<file path="config.mk">
export PLATFORM = sky130hd
export DESIGN_NAME = cfgrom_mapper
export DESIGN_NICKNAME = d
export VERILOG_FILES = /design/src/rtl/cfgrom_pkg.sv /design/src/rtl/cfgrom_decode.sv /design/src/rtl/cfgrom_base_reg.sv /design/src/rtl/cfgrom_ctrl.sv /design/src/rtl/cfgrom_mapper.sv
export SDC_FILE = /design/constraint.sdc
export NUM_CORES = 1
export LEC_CHECK = 0
export ABC_AREA = 1
export BUFFER_PORTS_ARGS = -buffer_cell sky130_fd_sc_hd__clkbuf_2
export CAP_MARGIN = 10
export CORE_AREA = 5 5 147 149
export CTS_CLUSTER_SIZE = 10
export DETAILED_ROUTE_END_ITERATION = 6
export DIE_AREA = 0 0 152 154
export PLACE_DENSITY = 0.73
export SLEW_MARGIN = 25
export SYNTH_ARGS = -nofsm -noshare
export SYNTH_HDL_FRONTEND = slang
export SYNTH_SLANG_ARGS = --single-unit
</file>
<file path="constraint.sdc">
create_clock -name clk -period 1.7 [get_ports clk]
set_input_delay 0.34 -clock clk [delete_from_list [all_inputs] [get_ports clk]]
set_output_delay 0.34 -clock clk [all_outputs]
set_load 0.02 [all_outputs]
</file>
<file path="src/rtl/cfgrom_pkg.sv">
package cfgrom_pkg;
  localparam int ROFF_W = 10;
  localparam int HADDR_W = 32;
  localparam logic [3:0] TC_QREAD = 4'h4;

  typedef enum logic [1:0] {
    ACK_COMPLETE = 2'd0,
    ACK_TYPE_ERR = 2'd1
  } ack_e;

  typedef enum logic [1:0] {
    ST_IDLE,
    ST_HREQ,
    ST_HWAIT,
    ST_RESP
  } st_e;

  typedef struct packed {
    logic              reject;
    logic              local_hit;
    logic [31:0]       local_data;
    logic [ROFF_W-1:0] rom_off;
  } dec_t;
endpackage

</file>
<file path="src/rtl/cfgrom_decode.sv">
module cfgrom_decode
  import cfgrom_pkg::*;
#(
  parameter int          OFF_W    = 48,
  parameter logic [47:0] WIN_BASE = 48'hFFFF_F000_0400,
  parameter int          LOCAL_Q  = 5
) (
  input  logic [3:0]       tcode,
  input  logic [OFF_W-1:0] offset,
  input  logic [31:0]      rom_header,
  input  logic [31:0]      bus_info_w1,
  input  logic [31:0]      bus_info_w2,
  input  logic [63:0]      node_uid,
  output dec_t             dec
);
  localparam int IDX_W = ROFF_W - 2;

  logic             in_win;
  logic             aligned;
  logic [IDX_W-1:0] idx;
  logic [31:0]      lq [LOCAL_Q];

  assign lq[0] = rom_header;
  assign lq[1] = bus_info_w1;
  assign lq[2] = bus_info_w2;
  assign lq[3] = node_uid[63:32];
  assign lq[4] = node_uid[31:0];

  assign in_win  = (offset[OFF_W-1:ROFF_W] == WIN_BASE[OFF_W-1:ROFF_W]);
  assign aligned = (offset[1:0] == 2'b00);
  assign idx     = offset[ROFF_W-1:2];

  always_comb begin
    dec.reject     = !in_win || (tcode != TC_QREAD) || !aligned;
    dec.local_hit  = (idx < IDX_W'(LOCAL_Q));
    dec.rom_off    = offset[ROFF_W-1:0];
    dec.local_data = '0;
    for (int i = 0; i < LOCAL_Q; i++) begin
      if (idx == IDX_W'(i)) dec.local_data = lq[i];
    end
  end
endmodule

</file>
<file path="src/rtl/cfgrom_base_reg.sv">
module cfgrom_base_reg
  import cfgrom_pkg::*;
#(
  parameter int               AW      = 8,
  parameter logic [AW-1:0]    REG_OFF = 8'h34
) (
  input  logic               clk,
  input  logic               rst_n,
  input  logic               wr_en,
  input  logic [AW-1:0]      addr,
  input  logic [31:0]        wdata,
  output logic [HADDR_W-1:0] base
);
  logic                      hit;
  logic [HADDR_W-1:ROFF_W]   base_q, base_d;

  assign hit = wr_en && (addr == REG_OFF);

  always_comb begin
    base_d = base_q;
    if (hit) base_d = wdata[HADDR_W-1:ROFF_W];
  end

  always_ff @(posedge clk or negedge rst_n) begin
    if (!rst_n) base_q <= '0;
    else if (hit) base_q <= base_d;
  end

  assign base = {base_q, {ROFF_W{1'b0}}};

  AST_BASE_LOAD: assert property (@(posedge clk) disable iff (!rst_n)
    hit |=> (base[HADDR_W-1:ROFF_W] == $past(wdata[HADDR_W-1:ROFF_W])));
endmodule

</file>
<file path="src/rtl/cfgrom_ctrl.sv">
module cfgrom_ctrl
  import cfgrom_pkg::*;
(
  input  logic               clk,
  input  logic               rst_n,
  input  logic               req_valid,
  input  dec_t               dec,
  input  logic               map_ready,
  input  logic [HADDR_W-1:0] base,
  output logic               req_ready,
  output logic               hrd_valid,
  input  logic               hrd_ready,
  output logic [HADDR_W-1:0] hrd_addr,
  input  logic               hdata_valid,
  input  logic [31:0]        hdata,
  output logic               rsp_valid,
  output logic [1:0]         rsp_ack,
  output logic [31:0]        rsp_data
);
  st_e                st_q, st_d;
  logic [HADDR_W-1:0] addr_q, addr_d;
  ack_e               ack_q, ack_d;
  logic [31:0]        data_q, data_d;
  logic               accept;

  assign accept = req_valid && (st_q == ST_IDLE);

  always_comb begin
    st_d   = st_q;
    addr_d = addr_q;
    ack_d  = ack_q;
    data_d = data_q;
    case (st_q)
      ST_IDLE: if (accept) begin
        data_d = '0;
        ack_d  = ACK_TYPE_ERR;
        st_d   = ST_RESP;
        if (!dec.reject && dec.local_hit) begin
          ack_d  = ACK_COMPLETE;
          data_d = dec.local_data;
        end else if (!dec.reject && map_ready) begin
          addr_d = base + HADDR_W'(dec.rom_off);
          st_d   = ST_HREQ;
        end
      end
      ST_HREQ:  if (hrd_ready) st_d = ST_HWAIT;
      ST_HWAIT: if (hdata_valid) begin
        data_d = hdata;
        ack_d  = ACK_COMPLETE;
        st_d   = ST_RESP;
      end
      default:  st_d = ST_IDLE;
    endcase
  end

  always_ff @(posedge clk or negedge rst_n) begin
    if (!rst_n) begin
      st_q   <= ST_IDLE;
      addr_q <= '0;
      ack_q  <= ACK_COMPLETE;
      data_q <= '0;
    end else begin
      st_q   <= st_d;
      addr_q <= addr_d;
      ack_q  <= ack_d;
      data_q <= data_d;
    end
  end

  assign req_ready = (st_q == ST_IDLE);
  assign hrd_valid = (st_q == ST_HREQ);
  assign hrd_addr  = addr_q;
  assign rsp_valid = (st_q == ST_RESP);
  assign rsp_ack   = ack_q;
  assign rsp_data  = data_q;

  AST_HREQ_HOLD: assert property (@(posedge clk) disable iff (!rst_n)
    (hrd_valid && !hrd_ready) |=> (hrd_valid && $stable(hrd_addr)));
  AST_RSP_PULSE: assert property (@(posedge clk) disable iff (!rst_n)
    rsp_valid |=> !rsp_valid);
  AST_ISSUE_GATED: assert property (@(posedge clk) disable iff (!rst_n)
    $rose(hrd_valid) |-> $past(map_ready));
  AST_DATA_PASS: assert property (@(posedge clk) disable iff (!rst_n)
    (hdata_valid && (st_q == ST_HWAIT)) |=> (rsp_valid && rsp_data == $past(hdata)));
endmodule

</file>
<file path="src/rtl/cfgrom_mapper.sv">
module cfgrom_mapper
  import cfgrom_pkg::*;
#(
  parameter int          OFF_W    = 48,
  parameter logic [47:0] WIN_BASE = 48'hFFFF_F000_0400,
  parameter int          CFG_AW   = 8,
  parameter logic [7:0]  BASE_OFF = 8'h34
) (
  input  logic              clk,
  input  logic              rst_n,
  input  logic              req_valid,
  output logic              req_ready,
  input  logic [3:0]        req_tcode,
  input  logic [OFF_W-1:0]  req_offset,
  input  logic              cfg_wr_en,
  input  logic [CFG_AW-1:0] cfg_addr,
  input  logic [31:0]       cfg_wdata,
  output logic [31:0]       map_base,
  input  logic              map_ready,
  input  logic [31:0]       rom_header,
  input  logic [31:0]       bus_info_w1,
  input  logic [31:0]       bus_info_w2,
  input  logic [63:0]       node_uid,
  output logic              hrd_valid,
  input  logic              hrd_ready,
  output logic [31:0]       hrd_addr,
  input  logic              hdata_valid,
  input  logic [31:0]       hdata,
  output logic              rsp_valid,
  output logic [1:0]        rsp_ack,
  output logic [31:0]       rsp_data
);
  dec_t dec;

  cfgrom_decode #(.OFF_W(OFF_W), .WIN_BASE(WIN_BASE), .LOCAL_Q(5)) u_dec (
    .tcode(req_tcode), .offset(req_offset), .rom_header(rom_header),
    .bus_info_w1(bus_info_w1), .bus_info_w2(bus_info_w2),
    .node_uid(node_uid), .dec(dec)
  );

  cfgrom_base_reg #(.AW(CFG_AW), .REG_OFF(BASE_OFF)) u_base (
    .clk(clk), .rst_n(rst_n), .wr_en(cfg_wr_en), .addr(cfg_addr),
    .wdata(cfg_wdata), .base(map_base)
  );

  cfgrom_ctrl u_ctrl (
    .clk(clk), .rst_n(rst_n), .req_valid(req_valid), .dec(dec),
    .map_ready(map_ready), .base(map_base), .req_ready(req_ready),
    .hrd_valid(hrd_valid), .hrd_ready(hrd_ready), .hrd_addr(hrd_addr),
    .hdata_valid(hdata_valid), .hdata(hdata), .rsp_valid(rsp_valid),
    .rsp_ack(rsp_ack), .rsp_data(rsp_data)
  );

  AST_HADDR_RANGE: assert property (@(posedge clk) disable iff (!rst_n)
    hrd_valid |-> (((hrd_addr - map_base) >= 32'd20) && ((hrd_addr - map_base) < 32'd1024)));
  AST_HADDR_ALIGN: assert property (@(posedge clk) disable iff (!rst_n)
    hrd_valid |-> (hrd_addr[1:0] == 2'b00));
endmodule

</file>
# Yosys cells after proc, flatten, opt, wreduce, memory -nomap -nowiden
# Cells that the tools add are included.
totals:
  ff_bits: 90
  latchBits: 0
  ram_bits: 0
  rom_bits: 0
  output_inout_bits: 101
  memories: 0
op_classes:
  add_sub_neg: 1
  multipliers: 0
  div_mod_pow: 0
  magnitude_cmp: 1
  eq_ne: 13
  shifts: 0
  mux: 19
  n_bitwise: 1
  reduce_logical: 16
op_table:
  columns: ["op", "n"]
  rows:
  - ["two-way mux 32 bit", 8]
  - ["one-hot mux 32 bit (2 select lines)", 1]
  - ["equality test 38 bit, second input constant", 1]
  - ["adder 32 x 10 -> 32 bit", 1]
  - ["equality test 8 x 2 -> 1 bit, second input constant", 2]
  - ["two-way mux 2 bit", 7]
  - ["equality test 8 x 1 -> 1 bit, second input constant", 1]
  - ["equality test 8 x 3 -> 1 bit, second input constant", 1]
  - ["equality test 8 x 6 -> 1 bit, second input constant", 1]
  - ["zero test 8 bit", 1]
  - ["less-than comparator 8 x 3 -> 1 bit, second input constant", 1]
  - ["one-hot mux 2 bit (3 select lines)", 1]
  - ["AND reduction 3 bit", 2]
  - ["equality test 2 bit, second input constant", 2]
  - ["logical AND 1 bit", 4]
  - ["zero test 2 bit", 2]
  - ["!= test 2 x 1 -> 1 bit, second input constant", 2]
  - ["!= test 4 x 3 -> 1 bit, second input constant", 1]
  - ["one-hot mux 2 bit (2 select lines)", 1]
  - ["AND reduction 4 bit", 1]
  - ["zero test 1 bit", 3]
  - ["equality test 2 x 1 -> 1 bit, second input constant", 1]
  - ["logical OR 1 bit", 2]
  - ["!= test 2 bit, second input constant", 1]
  - ["other kinds (3)", 3]

# Longest topological paths before layout
# Gate-level depths: netlist (run 1).
depth:
  depth_word: 10
  depth_mapped: 11

# By module
# From an unflattened synthesis (run 1), not the netlist that was laid out.
unflattened:
  cells_unflattened: 1101
  area_unflattened_um2: 7289.5
by_module_without_submodules:
  columns: ["module", "n_inst", "cells_each", "area_per_inst_um2", "seq_area_each_um2"]
  rows:
  - ["cfgrom_ctrl", 1, 612, 4310.4, 1676.6]
  - ["cfgrom_decode", 1, 373, 1924.3, 0.0]
  - ["cfgrom_base_reg", 1, 116, 1054.8, 550.5]

# Worst setup path before layout (run 1)
# OpenSTA, ideal clock, no wires.
synth_timing:
  path_kind: "register to register"
  start: "register u_ctrl.st_q[0]"
  end: "register u_ctrl.data_q[10] (netlist: u_ctrl.rsp_data[10])"
  arrival_time_ns: 1.768
  setup_slack_ns: -0.141
  stages_incl_launch_ff: 9
  path_buffers: 1
  period_less_slack_ns: 1.841
  path_cell_list: "dfrtp_1 > inv_1 > ha_1 > inv_1 > or2_2 > nand2_2 > clkbuf_1 > a21oi_1 > a21oi_2"
synth_between:
  elab_chain_len: 4
synth_lines:
  columns: ["item", "line_no", "text"]
  rows:
  - ["start: declaration", "cfgrom_ctrl.sv:20", "st_e st_q, st_d;"]
  - ["start signal: assignment", "cfgrom_ctrl.sv:63", "st_q <= st_d;"]
  - ["zero test 2 bit *", null, null]
  - ["net req_ready", "cfgrom_mapper.sv:12", "output logic req_ready,"]
  - ["logical AND 1 bit", "cfgrom_ctrl.sv:26", "assign accept = req_valid && (st_q == ST_IDLE);"]
  - ["!= test 2 x 1 -> 1 bit (no source line)", null, null]
  - ["AND reduction 3 bit (no source line)", null, null]
  - ["end signal: assignment", "cfgrom_ctrl.sv:66", "data_q <= data_d;"]
  - ["end: declaration", "cfgrom_ctrl.sv:23", "logic [31:0] data_q, data_d;"]
# Mark *: on every way through the listed nets, which the timed path passes. The rest lies on a longest branch.
# A chain may end at the register's enable or synchronous reset.

# Final worst setup path (run 1)
layout_timing:
  start: "register u_ctrl.st_q[0]"
  end: "register u_ctrl.data_q[5] (netlist: u_ctrl.rsp_data[5])"
layout_between:
  elab_chain_len: 4
layout_lines:
  columns: ["item", "line_no"]
  rows:
  - ["zero test 2 bit", "cfgrom_ctrl.sv:26, cfgrom_ctrl.sv:33"]
  - ["logical AND 1 bit", "cfgrom_ctrl.sv:26"]
  - ["!= test 2 x 1 -> 1 bit (no source line)", null]
  - ["AND reduction 3 bit (no source line)", null]
# Several ways; a longest one is shown, not always the timed one.

==> impl_metrics.ini, run 1 <==
[run_status]
status = finished, final reports clean

[power]
power_frac_comb_pct = 46.6
power_mw = 9.27
pwr-share-seq_pct = 31.1
p_leak_nw = 5.02
clock_power_share_pct = 22.2
ir_worst_vdd_mv = 0.513
switching_power_mw = 3.84
p_sw_share_pct = 41.4
power_density_nw_per_um2 = 1040
p_int_mw = 5.44

[run]
max-cap-violations = 0

[floorplanning]
core-area_um2 = 20000
pin_count = 392
initial_core_util_pct = 30.5
die_area_um2 = 23400
die_y_um = 154
rows = 52
die_w_um = 152

[yosys]
synth_seq_area_share_pct = 36.4
synth_area_um2 = 6120
yosys-top-cells-area = dfrtp_1, nand2_1, a21oi_1, inv_1, nor2_1
synth_ff_type = dfrtp_1
synth.distinct_cells = 36
async_reset_ff_share_pct = 100
synth_enable_flop_cells = 0
synth.most_common_cell = nand2_1
ys_ff_latch = 89
yosys_warnings = 0
synth_area_leader_cell = dfrtp_1
yosys.area.top_type_share_pct = 36.4
syn_inst = 865
avgSynthCellArea_um2 = 7.07
synthTopCellsByCount = nand2_1, inv_1, nor2_1

[clock_network]
clk_pin_slew_ps = 80
clockBufferDepth = 2
cts_root_buf = clkbuf_16
cts_tree = built
cts_sinks = 89
htreeDepth = 3
cts_buffers = 9
clkLatencyLatePin_ps = 340

[cells_and_area]
drive_gt1_share_pct = 42.7
final_util_pct = 44.5
ff_latch_area_um2 = 2230
areaGrowthSynthToFinish_pct = 45.9
fin_nets = 1546
multiInputGateArea_um2 = 3150
num-fill-cells = 2086

[sta]
finalClockSkew_ps = 11.5
finalCriticalPeriod_ps = 1670
rsz0062_at_grt = true
timing.hold.ws_ps = 230
fin_tns_setup_ps = 0
setup_violations = 0
fmax_mhz = 600
finalCritPeriodShare_pct = 98.1
drv_slew = 0
timing.final.hold_violations = 0

[critical_path]
slowest_delay_ps = 410
cp_common_cell = inv_1
timing.critical_path.cells = inv_2 -> ha_4 -> inv_1 -> or2_2 -> nand2_2 -> inv_1 -> buf_12 -> nor2_1 -> a21oi_2
path_max_fanout = 27
crit_required_ps = 1930
worst_ep_arrival_time_ps = 1900
cp-end-kind = flip-flop
critPathLaunchType = flip-flop
crit_type = reg -> reg
slowest_stage = dfrtp_1

[grt]
grt_usage_pct = 20.1
grt_pass1_wl_mm = 37.4
grt_pass1_vias = 7028
antenna_found_initial = 1
grt_max_degree = 60
grt.overflow.total = 0

[detailed_routing]
routed_wl_mm = 25.0
drt-initial-drc-count = 290
vias = 6940
avgRoutedWirePerCell_um = 16.4
vias_per_cell = 4.55
route.detailed.drc = 0
postRouteAntennaNets = 0
drt_pass1_iterations = 5

[placed_design]
dp_hpwl_mm = 19.8
globalplace.congestion = 0.959
io_buffers = 370

[worst_hold_path]
worstHoldPathType = in -> reg
cell usage in the layout, fill, tap and decap left out, types with 3 or more instances in the layout:
cell type and instances:
nand3_2 30, buf_4 31, nand3_1 51, nor2_1 99, a21oi_1 89, inv_1 115, clkbuf_16 10, inv_2 5
nor2_2 12, nand4_1 8, nor3_4 3, buf_12 17, clkbuf_2 369, conb_1 11, mux2_2 5, a21oi_2 30
nor4_1 3, nand2_1 218, nor2_4 4, ha_1 3, dfrtp_1 89, o21ai_1 27
metrics by stage:
stage / instances / area [um^2] / worst slack (ps)
after floorplan: 875 / 6170 / 25.0
after CTS: 1518 / 8840 / 3.10
final: 1525 / 8930 / 32.9
after detailed placement: 1502 / 8540 / -161
after global routing: 1525 / 8930 / -33.5
after global placement: 1502 / 8540 / -171
state kept, by name, summed over array words and instances (netlist names):
signal and flops:
u_ctrl.hrd_addr 32, u_ctrl.rsp_data 32, u_base.base_q 22, u_ctrl.st_q 2, u_ctrl.rsp_ack 1
cell families after synthesis:
family / synth area share [%]
other cells: 0.0613
buf+inv: 13.4
flops: 36.4
fa+ha+maj: 1.02
simple gates: 34.0
mux: 0.920
compound gates: 14.2
what timing repair did:
item / 4_1_cts / 5_1_grt
gates cloned: 0 / 1
buffers inserted: 0 / 5
hold endpoints to repair: 9 / 0
hold buffers: 1 / 0
setup endpoints to repair: 4 / 59
gates resized for setup: 1 / 11
pin swaps: 0 / 2
power groups by stage:
stage	Sequential (mW)	Combinational [mW]	Clock, mW
6_report	2.89	4.32	2.06
5_1_grt	2.94	4.71	2.22
4_1_cts	2.88	4.22	2.14
3_5_place_dp	2.92	4.21	0
3_3_place_gp	2.90	4.11	0
2_1_floorplan	3.42	2.05	0
final timing paths:
path | start | end | slack, ps | depth (start not counted)
max in group asynchronous | rst_n | u_ctrl.rsp_data[17]$_DFFE_PN0P_ | 780 | 3
hold / removal | cfg_wdata[26] | u_base.base_q[26]$_DFFE_PN0P_ | 230 | 2
setup reg to reg | u_ctrl.st_q[0]$_DFFE_PN0P_ | u_ctrl.rsp_data[5]$_DFFE_PN0P_ | 30 | 9
min in group asynchronous | rst_n | u_ctrl.hrd_addr[0]$_DFFE_PN0P_ | 530 | 3
hold reg to reg | u_ctrl.hrd_addr[1]$_DFFE_PN0P_ | u_ctrl.hrd_addr[1]$_DFFE_PN0P_ | 480 | 2
setup / recovery | u_ctrl.st_q[0]$_DFFE_PN0P_ | u_ctrl.rsp_data[5]$_DFFE_PN0P_ | 30 | 9
per-layer routing:
metal	wire length [um]	vias up	global-route usage (%)
met5	0	-	0
met4	709	0	7.49
met3	1980	45	6.01
met2	12400	314	34.9
met1	9860	3117	23.4
li1	-	3464	-
critical path, delay by kind of cell, from the launching register on:
| kind | cells | cell delay, ps |
|---|---|---|
| compound gates | 1 | 40 |
| buf+inv | 4 | 410 |
| fa+ha+maj | 1 | 140 |
| flops | 1 | 410 |
| simple gates | 3 | 530 |
area by class of cell:
type,instances,share of cell area (%)
timing repair buffer,420,27.6
tap,270,3.78
antenna,1,0.0280
sequential,89,25.0
inverter,120,5.05
multi-input combinational,610,35.3
clock inverter,6,0.757
clock buffer,9,2.52
No activity file was read; power rests on OpenSTA's default activity.
==> run 2: changes to the inputs <==
==> constraint.sdc (replaced) <==
create_clock -name clk -period 1.7 [get_ports clk]
set_input_delay 0.085 -clock clk [delete_from_list [all_inputs] [get_ports clk]]
set_output_delay 0.085 -clock clk [all_outputs]
set_load 0.02 [all_outputs]
==> run 2 against run 1 <==
Compared with the run above:
- critical path depth unchanged
- sequential share of layout area is 0.10 points lower
- final area is 0.46% higher
- sequential power hardly changed
- register-to-register slack better by 20 ps
- die area unchanged
- sequential cell count did not move
- count of clock-buffer cells in the layout unchanged
- clock power is 7% higher
- worst setup slack better by 16 ps
- maximum frequency is 0.99% higher
- final cell count is the same
- critical path type unchanged
==> impl_metrics.ini, run 2 (synthesis results as in run 1) <==
[floorplanning]
initial_core_util_pct = 30.5
die_area_um2 = 23400
core-area_um2 = 20000
rows = 52
die_w_um = 152
die_y_um = 154
pin_count = 392

[sta]
finalCritPeriodShare_pct = 97.1
finalClockSkew_ps = 12.7
timing.hold.ws_ps = 32.4
fin_tns_setup_ps = 0
drv_slew = 0
finalCriticalPeriod_ps = 1650
setup_violations = 0
rsz0062_at_grt = true
fmax_mhz = 606
timing.final.hold_violations = 0

[clock_network]
cts_buffers = 9
clkLatencyLatePin_ps = 340
htreeDepth = 3
cts_tree = built
clk_pin_slew_ps = 80
cts_sinks = 89
clockBufferDepth = 2
cts_root_buf = clkbuf_16

[grt]
grt_pass1_wl_mm = 37.8
grt_usage_pct = 20.2
antenna_found_initial = 1
grt.overflow.total = 0
grt_pass1_vias = 7137
grt_max_degree = 51

[cells_and_area]
num-fill-cells = 2044
drive_gt1_share_pct = 41.8
areaGrowthSynthToFinish_pct = 46.5
fin_nets = 1546
mostFrequentLayoutCells = clkbuf_2, nand2_1, inv_1
layout_commonest_cell = clkbuf_2

[detailed_routing]
vias = 6979
drt_pass1_iterations = 4
avgRoutedWirePerCell_um = 16.3
routed_wl_mm = 24.8
drt-initial-drc-count = 378
route.detailed.drc = 0
vias_per_cell = 4.58
postRouteAntennaNets = 0

[critical_path]
timing.critical_path.cells = inv_2 -> ha_4 -> inv_1 -> or2_2 -> nand2_2 -> inv_1 -> buf_12 -> nor2_1 -> a21oi_2
path_max_fanout = 32
worst_ep_arrival_time_ps = 1890
cp_common_cell = inv_1
crit_required_ps = 1940
slowest_stage = dfrtp_2
critPathLaunchType = flip-flop
slowest_delay_ps = 430
crit_type = reg -> reg
cp-end-kind = flip-flop

[power]
power_density_nw_per_um2 = 1050
p_leak_nw = 4.99
ir_worst_vdd_mv = 0.641

[run_status]
status = finished, final reports clean

[placed_design]
dp_hpwl_mm = 19.3
globalplace.congestion = 0.984
io_buffers = 370

[worst_hold_path]
worstHoldPathType = in -> reg

[run]
max-cap-violations = 0
-- run 2: changes by cell type in the layout (fill, tap and decap cells not counted), sizes merged --
cell and change:
inv -1, clkbuf -1, buf -19, clkinv +1, dlygate4sd3 +20, clkinvlp -1, bufinv +1
-- run 2: final cells by class --
type	count	area [um^2]	area share (%)
clock buffer	9	225	2.51
antenna	1	2.50	0.0279
timing repair buffer	420	2460	27.4
inverter	120	450	5.02
tap	270	338	3.77
sequential	89	2230	24.9
multi-input combinational	610	3170	35.4
clock inverter	6	92.6	1.03
-- run 2: final timing paths --
path	start	end	slack [ps]	cells past startpoint
worst max-delay path	u_ctrl.st_q[1]$_DFFE_PN0P_	u_ctrl.rsp_data[2]$_DFFE_PN0P_	50	9
worst min-delay path	req_offset[7]	u_ctrl.hrd_addr[7]$_DFFE_PN0P_	30	3
worst max register to register	u_ctrl.st_q[1]$_DFFE_PN0P_	u_ctrl.rsp_data[2]$_DFFE_PN0P_	50	9
worst min register to register	u_ctrl.hrd_addr[1]$_DFFE_PN0P_	u_ctrl.hrd_addr[1]$_DFFE_PN0P_	470	2
max in group asynchronous	rst_n	u_ctrl.st_q[1]$_DFFE_PN0P_	880	3
min in group asynchronous	rst_n	u_base.base_q[10]$_DFFE_PN0P_	200	2
-- run 2: per-stage QoR --
step | area (um^2) | util (%) | worst slack, ps | total power, mW | instances
after global routing | 8970 | 44.7 | -39.5 | 9.99 | 1525
after CTS | 8920 | 44.5 | 18.4 | 9.34 | 1523
after global placement | 8390 | 41.9 | -17.9 | 6.93 | 1487
after floorplan | 6170 | - | 25.0 | 5.47 | 875
after detailed placement | 8390 | 41.9 | -54.3 | 7.07 | 1487
final | 8970 | 44.7 | 49.3 | 9.41 | 1525
-- run 2: worst max-delay path, delay by kind of cell, from the launching register on --
| family | cells | cell delay [ps] |
|---|---|---|
| fa+ha+maj | 1 | 140 |
| simple gates | 3 | 520 |
| buf+inv | 4 | 380 |
| compound gates | 1 | 40 |
| flops | 1 | 430 |
-- run 2: what timing repair did --
| action | CTS | global route |
|---|---|---|
| setup endpoints to repair | 20 | 33 |
| buffers inserted | 0 | 1 |
| endpoints found under the hold margin | 103 | 0 |
| hold buffers | 21 | 0 |
| gates resized for setup | 1 | 18 |
-- run 2: report_power, final --
part | internal (mW) | total (mW) | switching, mW | leakage (nW)
combinational | 1.65 | 4.29 | 2.64 | 3.78
clock | 1.29 | 2.20 | 0.908 | 0.153
sequential | 2.61 | 2.92 | 0.305 | 1.06
total | 5.55 | 9.41 | 3.86 | 4.99
-- run 2: routing by layer --
layer	wire (um)	share of wire, %	global-route usage, %
met5	0	0	0
met1	9940	40	23.9
met2	12000	48	34.6
met4	894	3.6	8.52
met3	2010	8.1	5.48
